--- config.mk ---
export PLATFORM = sky130hd
export DESIGN_NAME = gpio_data_unit
export DESIGN_NICKNAME = d
export VERILOG_FILES = /design/src/rtl/gpio_pkg.sv /design/src/rtl/gpio_decode.sv /design/src/rtl/gpio_in_sync.sv /design/src/rtl/gpio_out_regs.sv /design/src/rtl/gpio_data_unit.sv
export SDC_FILE = /design/constraint.sdc
export NUM_CORES = 1
export LEC_CHECK = 0
export BUFFER_PORTS_ARGS = -buffer_cell sky130_fd_sc_hd__buf_2
export CAP_MARGIN = 20
export CELL_PAD_IN_SITES_DETAIL_PLACEMENT = 1
export CELL_PAD_IN_SITES_GLOBAL_PLACEMENT = 1
export CORE_ASPECT_RATIO = 1.75
export CORE_MARGIN = 5
export CORE_UTILIZATION = 43
export CTS_CLUSTER_DIAMETER = 60
export DETAILED_ROUTE_END_ITERATION = 10
export HOLD_SLACK_MARGIN = 0.12
export MAX_ROUTING_LAYER = met4
export PLACE_DENSITY = 0.79
export SYNTH_ARGS = -nofsm -noshare
export SYNTH_HDL_FRONTEND = slang
export SYNTH_SLANG_ARGS = --single-unit
--- constraint.sdc ---
create_clock -name clk -period 3.6 [get_ports clk]
set_input_delay 0.54 -clock clk [delete_from_list [all_inputs] [get_ports clk]]
set_output_delay 0.54 -clock clk [all_outputs]
set_load 0.01 [all_outputs]
--- src/rtl/gpio_pkg.sv ---
package gpio_pkg;

    localparam int GRP_W = 16;
    localparam int AW    = 12;
    localparam int DW    = 32;

    typedef enum logic [1:0] {
        SZ_BYTE = 2'd0,
        SZ_HALF = 2'd1,
        SZ_WORD = 2'd2
    } size_e;

    // Region number equals address bits [11:9]
    typedef enum logic [2:0] {
        RG_BIT_OUT = 3'd0,
        RG_BIT_IN  = 3'd1,
        RG_PAR_OUT = 3'd2,
        RG_PAR_IN  = 3'd3,
        RG_MASK    = 3'd4,
        RG_NONE    = 3'd7
    } region_e;

    typedef struct packed {
        region_e    region;
        logic [6:0] idx;
    } dec_t;

    function automatic logic [GRP_W-1:0] merge_masked(
        input logic [GRP_W-1:0] cur,
        input logic [GRP_W-1:0] data,
        input logic [GRP_W-1:0] sel
    );
        return (cur & ~sel) | (data & sel);
    endfunction

    function automatic logic is_word(input logic [1:0] sz);
        return sz == SZ_WORD;
    endfunction

endpackage

--- src/rtl/gpio_decode.sv ---
module gpio_decode
    import gpio_pkg::*;
#(
    parameter int NUM_GROUPS = 7
) (
    input  logic [AW-1:0] addr,
    output dec_t          dec
);
    localparam int NPADS = NUM_GROUPS * GRP_W;
    localparam int NPAR  = (NUM_GROUPS + 1) / 2;

    logic [6:0] idx;
    assign idx = addr[8:2];

    always_comb begin
        dec.idx    = idx;
        dec.region = RG_NONE;
        if (addr[1:0] == 2'b00) begin
            unique case (addr[11:9])
                3'd0: if (int'(idx) < NPADS)      dec.region = RG_BIT_OUT;
                3'd1: if (int'(idx) < NPADS)      dec.region = RG_BIT_IN;
                3'd2: if (int'(idx) < NPAR)       dec.region = RG_PAR_OUT;
                3'd3: if (int'(idx) < NPAR)       dec.region = RG_PAR_IN;
                3'd4: if (int'(idx) < NUM_GROUPS) dec.region = RG_MASK;
                default: dec.region = RG_NONE;
            endcase
        end
    end
endmodule

--- src/rtl/gpio_in_sync.sv ---
module gpio_in_sync #(
    parameter int W = 112
) (
    input  logic         clk,
    input  logic         rst,
    input  logic [W-1:0] din,
    output logic [W-1:0] dout
);
    logic [W-1:0] stage1, stage2;

    always_ff @(posedge clk) begin
        if (rst) begin
            stage1 <= '0;
            stage2 <= '0;
        end else begin
            stage1 <= din;
            stage2 <= stage1;
        end
    end

    assign dout = stage2;
endmodule

--- src/rtl/gpio_out_regs.sv ---
module gpio_out_regs
    import gpio_pkg::*;
#(
    parameter int NUM_GROUPS = 7
) (
    input  logic                        clk,
    input  logic                        rst,
    input  logic                        wr_bit,
    input  logic                        wr_par,
    input  logic                        wr_mask,
    input  logic [6:0]                  idx,
    input  logic [DW-1:0]               wdata,
    output logic [NUM_GROUPS*GRP_W-1:0] pad_out
);
    for (genvar g = 0; g < NUM_GROUPS; g++) begin : g_grp
        logic [GRP_W-1:0] q, nxt;
        logic [GRP_W-1:0] par_half;

        if (g % 2 == 0) begin : g_hi
            assign par_half = wdata[31:16];
        end else begin : g_lo
            assign par_half = wdata[15:0];
        end

        always_comb begin
            nxt = q;
            if (wr_mask && int'(idx) == g)
                nxt = merge_masked(q, wdata[15:0], wdata[31:16]);
            if (wr_par && int'(idx) == g / 2)
                nxt = par_half;
            if (wr_bit && int'(idx[6:4]) == g)
                nxt[idx[3:0]] = wdata[0];
        end

        always_ff @(posedge clk) begin
            if (rst) q <= '0;
            else     q <= nxt;
        end

        assign pad_out[g*GRP_W +: GRP_W] = q;
    end


    mask_zero_hold_chk: assert property (@(posedge clk) disable iff (rst)
        (wr_mask && wdata[31:16] == '0) |=> $stable(pad_out));


    mask_all_load_chk: assert property (@(posedge clk) disable iff (rst)
        (wr_mask && wdata[31:16] == '1 && int'(idx) < NUM_GROUPS)
        |=> pad_out[int'($past(idx))*GRP_W +: GRP_W] == $past(wdata[15:0]));
endmodule

--- src/rtl/gpio_data_unit.sv ---
module gpio_data_unit
    import gpio_pkg::*;
#(
    parameter int NUM_GROUPS = 7
) (
    input  logic                        clk,
    input  logic                        rst,
    input  logic                        req_valid,
    input  logic                        req_write,
    input  logic [11:0]                 req_addr,
    input  logic [1:0]                  req_size,
    input  logic [31:0]                 req_wdata,
    output logic                        rsp_valid,
    output logic                        rsp_err,
    output logic [31:0]                 rsp_rdata,
    input  logic [NUM_GROUPS*16-1:0]    pad_in,
    output logic [NUM_GROUPS*16-1:0]    pad_out
);
    localparam int NPADS = NUM_GROUPS * GRP_W;
    localparam int NPAR  = (NUM_GROUPS + 1) / 2;

    dec_t             dec;
    logic [NPADS-1:0] in_s;
    logic             bad, wr_ok;
    logic [DW-1:0]    rd;
    logic [DW-1:0]    out_word [NPAR];
    logic [DW-1:0]    in_word  [NPAR];

    gpio_decode #(.NUM_GROUPS(NUM_GROUPS)) u_dec (
        .addr (req_addr),
        .dec  (dec)
    );

    gpio_in_sync #(.W(NPADS)) u_sync (
        .clk  (clk),
        .rst  (rst),
        .din  (pad_in),
        .dout (in_s)
    );

    always_comb begin
        bad = (dec.region == RG_NONE);
        if (req_write && (dec.region == RG_BIT_IN || dec.region == RG_PAR_IN))
            bad = 1'b1;
        if (req_write && dec.region == RG_MASK && !is_word(req_size))
            bad = 1'b1;
    end

    assign wr_ok = req_valid && req_write && !bad;

    gpio_out_regs #(.NUM_GROUPS(NUM_GROUPS)) u_out (
        .clk     (clk),
        .rst     (rst),
        .wr_bit  (wr_ok && dec.region == RG_BIT_OUT),
        .wr_par  (wr_ok && dec.region == RG_PAR_OUT),
        .wr_mask (wr_ok && dec.region == RG_MASK),
        .idx     (dec.idx),
        .wdata   (req_wdata),
        .pad_out (pad_out)
    );

    for (genvar k = 0; k < NPAR; k++) begin : g_pack
        assign out_word[k][31:16] = pad_out[2*k*GRP_W +: GRP_W];
        assign in_word[k][31:16]  = in_s[2*k*GRP_W +: GRP_W];
        if (2*k + 1 < NUM_GROUPS) begin : g_lo
            assign out_word[k][15:0] = pad_out[(2*k+1)*GRP_W +: GRP_W];
            assign in_word[k][15:0]  = in_s[(2*k+1)*GRP_W +: GRP_W];
        end else begin : g_none
            assign out_word[k][15:0] = '0;
            assign in_word[k][15:0]  = '0;
        end
    end

    always_comb begin
        rd = '0;
        unique case (dec.region)
            RG_BIT_OUT: rd[0] = pad_out[dec.idx];
            RG_BIT_IN:  rd[0] = in_s[dec.idx];
            RG_PAR_OUT: rd = out_word[dec.idx[$clog2(NPAR+1)-1:0]];
            RG_PAR_IN:  rd = in_word[dec.idx[$clog2(NPAR+1)-1:0]];
            default:    rd = '0;
        endcase
    end

    always_ff @(posedge clk) begin
        if (rst) begin
            rsp_valid <= 1'b0;
            rsp_err   <= 1'b0;
            rsp_rdata <= '0;
        end else begin
            rsp_valid <= req_valid;
            rsp_err   <= req_valid && bad;
            rsp_rdata <= (req_valid && !req_write && !bad) ? rd : '0;
        end
    end


    narrow_mask_err_chk: assert property (@(posedge clk) disable iff (rst)
        (req_valid && req_write && dec.region == RG_MASK && !is_word(req_size))
        |=> (rsp_err && $stable(pad_out)));


    mask_read_zero_chk: assert property (@(posedge clk) disable iff (rst)
        (req_valid && !req_write && dec.region == RG_MASK)
        |=> (rsp_rdata == '0 && !rsp_err));


    unmapped_err_chk: assert property (@(posedge clk) disable iff (rst)
        (req_valid && dec.region == RG_NONE)
        |=> (rsp_err && rsp_rdata == '0 && $stable(pad_out)));


    rsp_follow_chk: assert property (@(posedge clk) disable iff (rst)
        req_valid |=> rsp_valid);


    rsp_idle_chk: assert property (@(posedge clk) disable iff (rst)
        !req_valid |=> !rsp_valid);
endmodule

== Word-level counts from Yosys, hierarchy flattened ==
Index checks and enable logic that the tools add are counted.

* Flip-flop bits (word level): 370
* Bits in latches: 0
* Memory bits (writable): 0
* ROM bits: 0
* Bits of input ports: 162
* Output and inout bits: 146
* Memories kept: 0

* Add/sub/neg operators: 0
* Multiply operators: 0
* Divide/modulo/power cells: 0
* Order comparisons: 7
* Equal/unequal tests: 22
* Shifts and indexed selects: 0
* Muxes and demuxes: 51
* Bitwise gates (word level): 18
* Reductions and logical operators: 40

{| class="wikitable"
|+ Operators by type and width
! kind !! number
|-
| 2-to-1 mux 16 bit || 21
|-
| AND 16 bit || 8
|-
| binary-select mux 32 bit (select 2 bit) || 2
|-
| 2-to-1 mux 32 bit || 4
|-
| bitwise mux 16 bit || 7
|-
| OR 16 bit || 7
|-
| one-hot mux 31 bit (2 select lines) || 1
|-
| logical AND 1 bit || 30
|-
| equality test 3 bit (second input constant) || 7
|-
| equality test 7 x 4 -> 1 bit (second input constant) || 3
|-
| equality test 3 x 2 -> 1 bit (second input constant) || 6
|-
| inverter 16 bit || 1
|-
| 2-to-1 mux 3 bit || 5
|-
| one-hot mux 3 bit (5 select lines) || 1
|-
| binary-select mux 1 bit (select 7 bit) || 2
|-
| equality test 7 x 3 -> 1 bit (second input constant) || 2
|-
| less-than comparator 7 x 3 -> 1 bit (second input constant) || 2
|-
| logical NOT 3 bit || 3
|-
| less-than comparator 7 x 8 -> 1 bit (second input constant) || 1
|-
| equality test 7 x 2 -> 1 bit (second input constant) || 1
|-
| logical NOT 7 bit || 1
|-
| less-than comparator 7 bit (second input constant) || 1
|-
| equality test 3 x 1 -> 1 bit (second input constant) || 2
|-
| less-than comparator 4 x 5 -> 1 bit (second input constant) || 1
|-
| other kinds (13) || 19
|}

== Longest topological paths before layout ==
* Depth after elaboration: 17
* Mapped depth: 11

== Hierarchy ==
Synthesis repeated with hierarchy kept, for this count alone.

* Cells, all modules: 1882
* Area, all modules: 18874.4 um2

{| class="wikitable"
|+ By module, submodules not included
! module !! instances !! cells an instance !! area each (um2) !! sequential area each (um2)
|-
| gpio_out_regs || 1 || 959 || 7533.5 || 2242.2
|-
| gpio_in_sync || 1 || 473 || 6542.5 || 4484.3
|-
| gpio_data_unit || 1 || 431 || 4660.7 || 680.7
|-
| gpio_decode || 1 || 19 || 137.6 || 0.0
|}

== Worst setup path before layout ==
Ideal clock, no wire load.

* Path type: input to register
* From: in req_addr[7]
* To: reg u_out.g_grp[5].q[13]
* Setup time: 137 ps
* Data arrival time: 2681 ps
* Required time: 3463 ps
* Slack: 782 ps
* Stages on the path: 11
* Path buffers: 4
* Path through: buf_6 > or3_1 > buf_2 > or3_1 > buf_6 > nor4_4 > buf_6 > a21oi_1 > mux2_1 > a21oi_1 > a211oi_1

* Longest elaborated chain between the ends: 17
* Elaborated cells on any way between the ends: 37
* Those cells by class: order compare: 3; eq/ne: 8; mux: 13; reduce/logical: 13

{| class="wikitable"
|+ Ends and longest elaborated chain
! what !! line !! source
|-
| start: declaration || gpio_data_unit.sv:10 || <nowiki>input logic [11:0] req_addr,</nowiki>
|-
| less-than comparator 7 x 3 -> 1 bit (tied with other cells) || gpio_decode.sv:24 || <nowiki>3'd4: if (int'(idx) < NUM_GROUPS) dec.region = RG_MASK;</nowiki>
|-
| 2-to-1 mux 2 bit (tied with other cells) || gpio_decode.sv:24 ||
|-
| one-hot mux 3 bit (5 select lines) || gpio_decode.sv:19 || <nowiki>unique case (addr[11:9])</nowiki>
|-
| 2-to-1 mux 3 bit || gpio_decode.sv:18 || <nowiki>if (addr[1:0] == 2'b00) begin</nowiki>
|-
| equality test 3 x 1 -> 1 bit / equality test 3 x 2 -> 1 bit (equally long branches) || gpio_data_unit.sv:43 || <nowiki>if (req_write && (dec.region == RG_BIT_IN || dec.region == RG_PAR_IN))</nowiki>
|-
| logical OR 1 bit || gpio_data_unit.sv:43 ||
|-
| logical AND 1 bit || gpio_data_unit.sv:43 ||
|-
| 2-to-1 mux 1 bit || gpio_data_unit.sv:43 ||
|-
| 2-to-1 mux 1 bit || gpio_data_unit.sv:45 || <nowiki>if (req_write && dec.region == RG_MASK && !is_word(req_size))</nowiki>
|-
| logical NOT 1 bit || gpio_data_unit.sv:49 || <nowiki>assign wr_ok = req_valid && req_write && !bad;</nowiki>
|-
| logical AND 1 bit || gpio_data_unit.sv:49 ||
|-
| logical AND 1 bit || gpio_data_unit.sv:56 || <nowiki>.wr_mask (wr_ok && dec.region == RG_MASK),</nowiki>
|-
| logical AND 1 bit || gpio_out_regs.sv:27 || <nowiki>if (wr_mask && int'(idx) == g)</nowiki>
|-
| 2-to-1 mux 16 bit || gpio_out_regs.sv:27 ||
|-
| 2-to-1 mux 16 bit || gpio_out_regs.sv:29 || <nowiki>if (wr_par && int'(idx) == g / 2)</nowiki>
|-
| bitwise mux 16 bit || gpio_out_regs.sv:32 || <nowiki>nxt[idx[3:0]] = wdata[0];</nowiki>
|-
| 2-to-1 mux 16 bit (*) || gpio_out_regs.sv:31 || <nowiki>if (wr_bit && int'(idx[6:4]) == g)</nowiki>
|-
| end signal: assignment || gpio_out_regs.sv:37 || <nowiki>else q <= nxt;</nowiki>
|-
| end: declaration || gpio_out_regs.sv:16 || <nowiki>logic [GRP_W-1:0] q, nxt;</nowiki>
|}

Every way passes the cells marked *; elsewhere a longest branch is shown, timed or not.
A chain may end at the register's enable or synchronous reset.

== Final worst setup path ==
* From: in req_addr[5]
* To: reg u_out.g_grp[3].q[10]

* Longest elaborated chain between the ends: 17
* Elaborated cells on any way between the ends: 41
* Those cells by class: order compare: 5; eq/ne: 7; mux: 15; reduce/logical: 14

{| class="wikitable"
|+ Ends and longest elaborated chain
! what !! line
|-
| less-than comparator 7 x 3 -> 1 bit (tied with other cells) || gpio_decode.sv:24
|-
| 2-to-1 mux 2 bit (tied with other cells) || gpio_decode.sv:24
|-
| one-hot mux 3 bit (5 select lines) || gpio_decode.sv:19
|-
| 2-to-1 mux 3 bit || gpio_decode.sv:18
|-
| equality test 3 x 1 -> 1 bit / equality test 3 x 2 -> 1 bit (equally long branches) || gpio_data_unit.sv:43
|-
| logical OR 1 bit || gpio_data_unit.sv:43
|-
| logical AND 1 bit || gpio_data_unit.sv:43
|-
| 2-to-1 mux 1 bit || gpio_data_unit.sv:43
|-
| 2-to-1 mux 1 bit || gpio_data_unit.sv:45
|-
| logical NOT 1 bit || gpio_data_unit.sv:49
|-
| logical AND 1 bit || gpio_data_unit.sv:49
|-
| logical AND 1 bit || gpio_data_unit.sv:56
|-
| logical AND 1 bit || gpio_out_regs.sv:27
|-
| 2-to-1 mux 16 bit || gpio_out_regs.sv:27
|-
| 2-to-1 mux 16 bit || gpio_out_regs.sv:29
|-
| bitwise mux 16 bit || gpio_out_regs.sv:32
|-
| 2-to-1 mux 16 bit (*) || gpio_out_regs.sv:31
|-
| end signal: assignment || gpio_out_regs.sv:37
|-
| end: declaration || gpio_out_regs.sv:16
|}

Marked as above.

==> results.py <==
metrics = {
    "status": {
        "outcome": "finished, final reports clean",
    },
    "synthesis": {
        "ys_seq_area_share_pct": 41.91,
        "syn_area_per_cell_um2": 9.524,
        "synth-seq-cells": 370,
        "synth_cell_types": 70,
        "syn_area_mm2": 0.01768,
        "synth_nets": 2018,
        "async_flop_share_pct": 0,
        "yosysWarningCount": 0,
        "netlist_instances": 1856,
        "synthTopCellsByArea": "dfxtp_1 42%, mux4_2 9.8%, nor2b_1 8.3%",
        "synth_enable_flop_cells": 0,
        "yosysTopAreaCell": "dfxtp_1",
        "synth_ff_type": "dfxtp_1",
        "yosysTopAreaCellShare_pct": 41.91,
    },
    "finish": {
        "drive_above_1_share_pct": 27.16,
        "layout_common_cells": "370 x dfxtp_1, 304 x buf_2, 234 x nor2b_1",
        "fillers": 4729,
        "nets": 2269,
        "areaGrowthSynthToFinish_pct": 19.41,
        "multi_input_area_mm2": 0.009412,
        "seq_area_mm2": 0.007407,
        "layout.cells.most_common": "dfxtp_1",
    },
    "clock_tree": {
        "cts_buffer_depth": 3,
        "cts_resized": 0,
        "cts_setup_buffers": 0,
        "cts-root-buf": "clkbuf_16",
        "numClockSinks": 370,
        "htreeDepth": 2,
        "tritoncts": "done",
        "clkLatencyLatePin_ns": 0.56,
        "cts_made_buffers": 36,
        "path_clk_slew_ns": 0.06,
        "ctsHoldBuffers": 0,
    },
    "sta": {
        "slew_violations": 0,
        "tns_ns": 0,
        "rsz0062_at_grt": "false",
        "hold_ws_ns": 0.1796,
        "max_freq_mhz": 355.0,
        "finClkSkew_ns": 0.02872,
        "tightest_slew_ns": 0.8601,
        "period_needed_ns": 2.817,
        "setup_viol": 0,
        "hold_viol": 0,
        "finalCritPeriodShare_pct": 78.25,
        "slew_headroom_pct": 42.45,
    },
    "die": {
        "die_width_um": 163.3,
        "start_util_pct": 43.29,
        "core.rowCount": 98,
        "pin_count": 308,
        "fp.dieH_um": 278.2,
        "coreArea_mm2": 0.04083,
        "die-area_mm2": 0.04542,
    },
    "route": {
        "drtPass1Iterations": 5,
        "vias_per_cell": 6.171,
        "ant_nets": 0,
        "vias": 16640,
        "detail_route.wl_per_cell_um": 27.86,
        "route.detailed.drc": 0,
        "drtIter0Drc": 1502,
        "wirelength_um": 75110,
    },
    "power_and_ir_drop": {
        "clkPwrFrac_pct": 44.1,
        "p_seq_share_pct": 47.3,
        "p_leak_nw": 8.228,
        "pwr-share-comb_pct": 8.6,
        "p_int_mw": 6.773,
        "swShare_pct": 24.83,
        "power.switching_mw": 2.237,
        "ir_drop_mv": 0.3244,
        "powerDensity_mw_per_mm2": 426.9,
    },
    "critical_path": {
        "worstSetupPathType": "input port to flip-flop",
        "cp_data_arrival_time_ns": 3.26,
        "crit_fanout": 19,
        "cp_top_family": "simple AND/OR/NAND/NOR gates",
        "r2r_setup_slack_ns": 1.50,
        "required_ns": 4.04,
        "critPathSlowestCell": "nor2_1",
        "start_kind": "input port",
        "path_buf_inv": 3,
        "path_cells": "buf_2, buf_4, nor2_1, nand3_1, nor4_2, buf_4, a21oi_1, mux2_2, a21oi_1, a311oi_1",
        "max_stage_delay_ns": 0.50,
        "critPathCaptureType": "flip-flop",
    },
    "global_route": {
        "grt_pass1_wl_um": 109800,
        "grt_pass1_vias": 17380,
        "antenna_found_initial": 12,
        "grt_start_max_net_pins": 188,
        "gr-total-overflow": 0,
        "grt_usage_pct": 32.90,
    },
    "job": {
        "drv_cap": 0,
    },
    "min_path": {
        "hold_class": "input port to flip-flop",
    },
    "place": {
        "hpwl_um": 56450,
        "port_buffers": 307,
        "gp_congestion": 0.9914,
    },
}
-- power by group through the flow --
stage          Clock [mW]  Sequential (mW)  Combinational, mW
2_1_floorplan           0             4.33              0.461
3_3_place_gp            0             4.34              0.743
3_5_place_dp            0             4.35              0.759
4_1_cts              4.04             4.26              0.763
5_1_grt              4.20             4.27              0.815
6_report             3.98             4.26              0.772
-- path summary, 6_finish.rpt --
path	start	endpoint	cells past startpoint
max reg2reg	u_sync.dout[39]$_SDFF_PP0_	rsp_rdata[0]$_SDFF_PP0_	6
max	req_addr[5]	u_out.g_grp[3].q[10]$_SDFF_PP0_	10
min reg2reg	u_sync.stage1[81]$_SDFF_PP0_	u_sync.dout[81]$_SDFF_PP0_	1
min	pad_in[78]	u_sync.stage1[78]$_SDFF_PP0_	2
-- synthesized netlist by cell type, types with 23 or more instances --
library cell  number
a211oi_1          25
a21oi_1          136
a22oi_1           31
a311oi_1          30
buf_2             37
clkbuf_1         116
dfxtp_1          370
mux2_2            37
mux2i_1           72
mux4_2            77
nand2_1          164
nand2b_1          23
nor2_1           109
nor2b_1          234
o211ai_1          24
o21ai_0           79
-- layout make-up --
cell class                      count  share of cell area (%)
Clock inverter                     10                  0.9248
Tap cell                          550                   3.260
Inverter                           24                  0.4268
Multi-Input combinational cell   1289                   44.59
Clock buffer                       53                   4.950
Sequential cell                   370                   35.09
Timing Repair Buffer              386                   10.59
Antenna cell                       14                  0.1660
-- worst register-to-register path, stage by stage (launching register included) --
cell       delay [ns]
dfxtp_1          0.32
mux4_2           0.51
and2_1           0.19
a2111oi_0        0.48
nor4_1           0.10
a311oi_1         0.28
a311oi_1         0.12
-- cells by family after synthesis --
group           after synthesis  share of synthesized area, %
flops                       370                         41.91
buf+inv                     197                         4.913
simple gates                640                         19.45
compound gates              462                         17.43
mux                         187                         16.31
-- stage by stage --
stage	cell area, um2	instances	util [%]	total power, mW	setup slack, ns
floorplan	17680	1856	-	4.787	0.7818
global placement	19830	2619	48.57	5.084	0.3004
detailed placement	19830	2619	48.57	5.111	0.3814
CTS	21070	2682	51.61	9.063	0.8995
global route	21100	2694	51.68	9.281	0.6817
finish	21110	2696	51.69	9.009	0.7830
-- layer usage --
layer | up-vias | GRT usage (%) | share of wire (%)
li1 | 7251 | - | -
met1 | 8135 | 34.86 | 34
met2 | 898 | 56.33 | 51
met3 | 354 | 4.756 | 6.6
met4 | 0 | 22.00 | 8.4
met5 | - | - | 0
-- sequential cells by signal, indices dropped and copies added (netlist names) --
signal,flops
u_sync.stage1,112
u_out.g_grp.q,112
rsp_valid,1
rsp_rdata,32
u_sync.dout,112
rsp_err,1
Power figures use the tool's default switching activity.
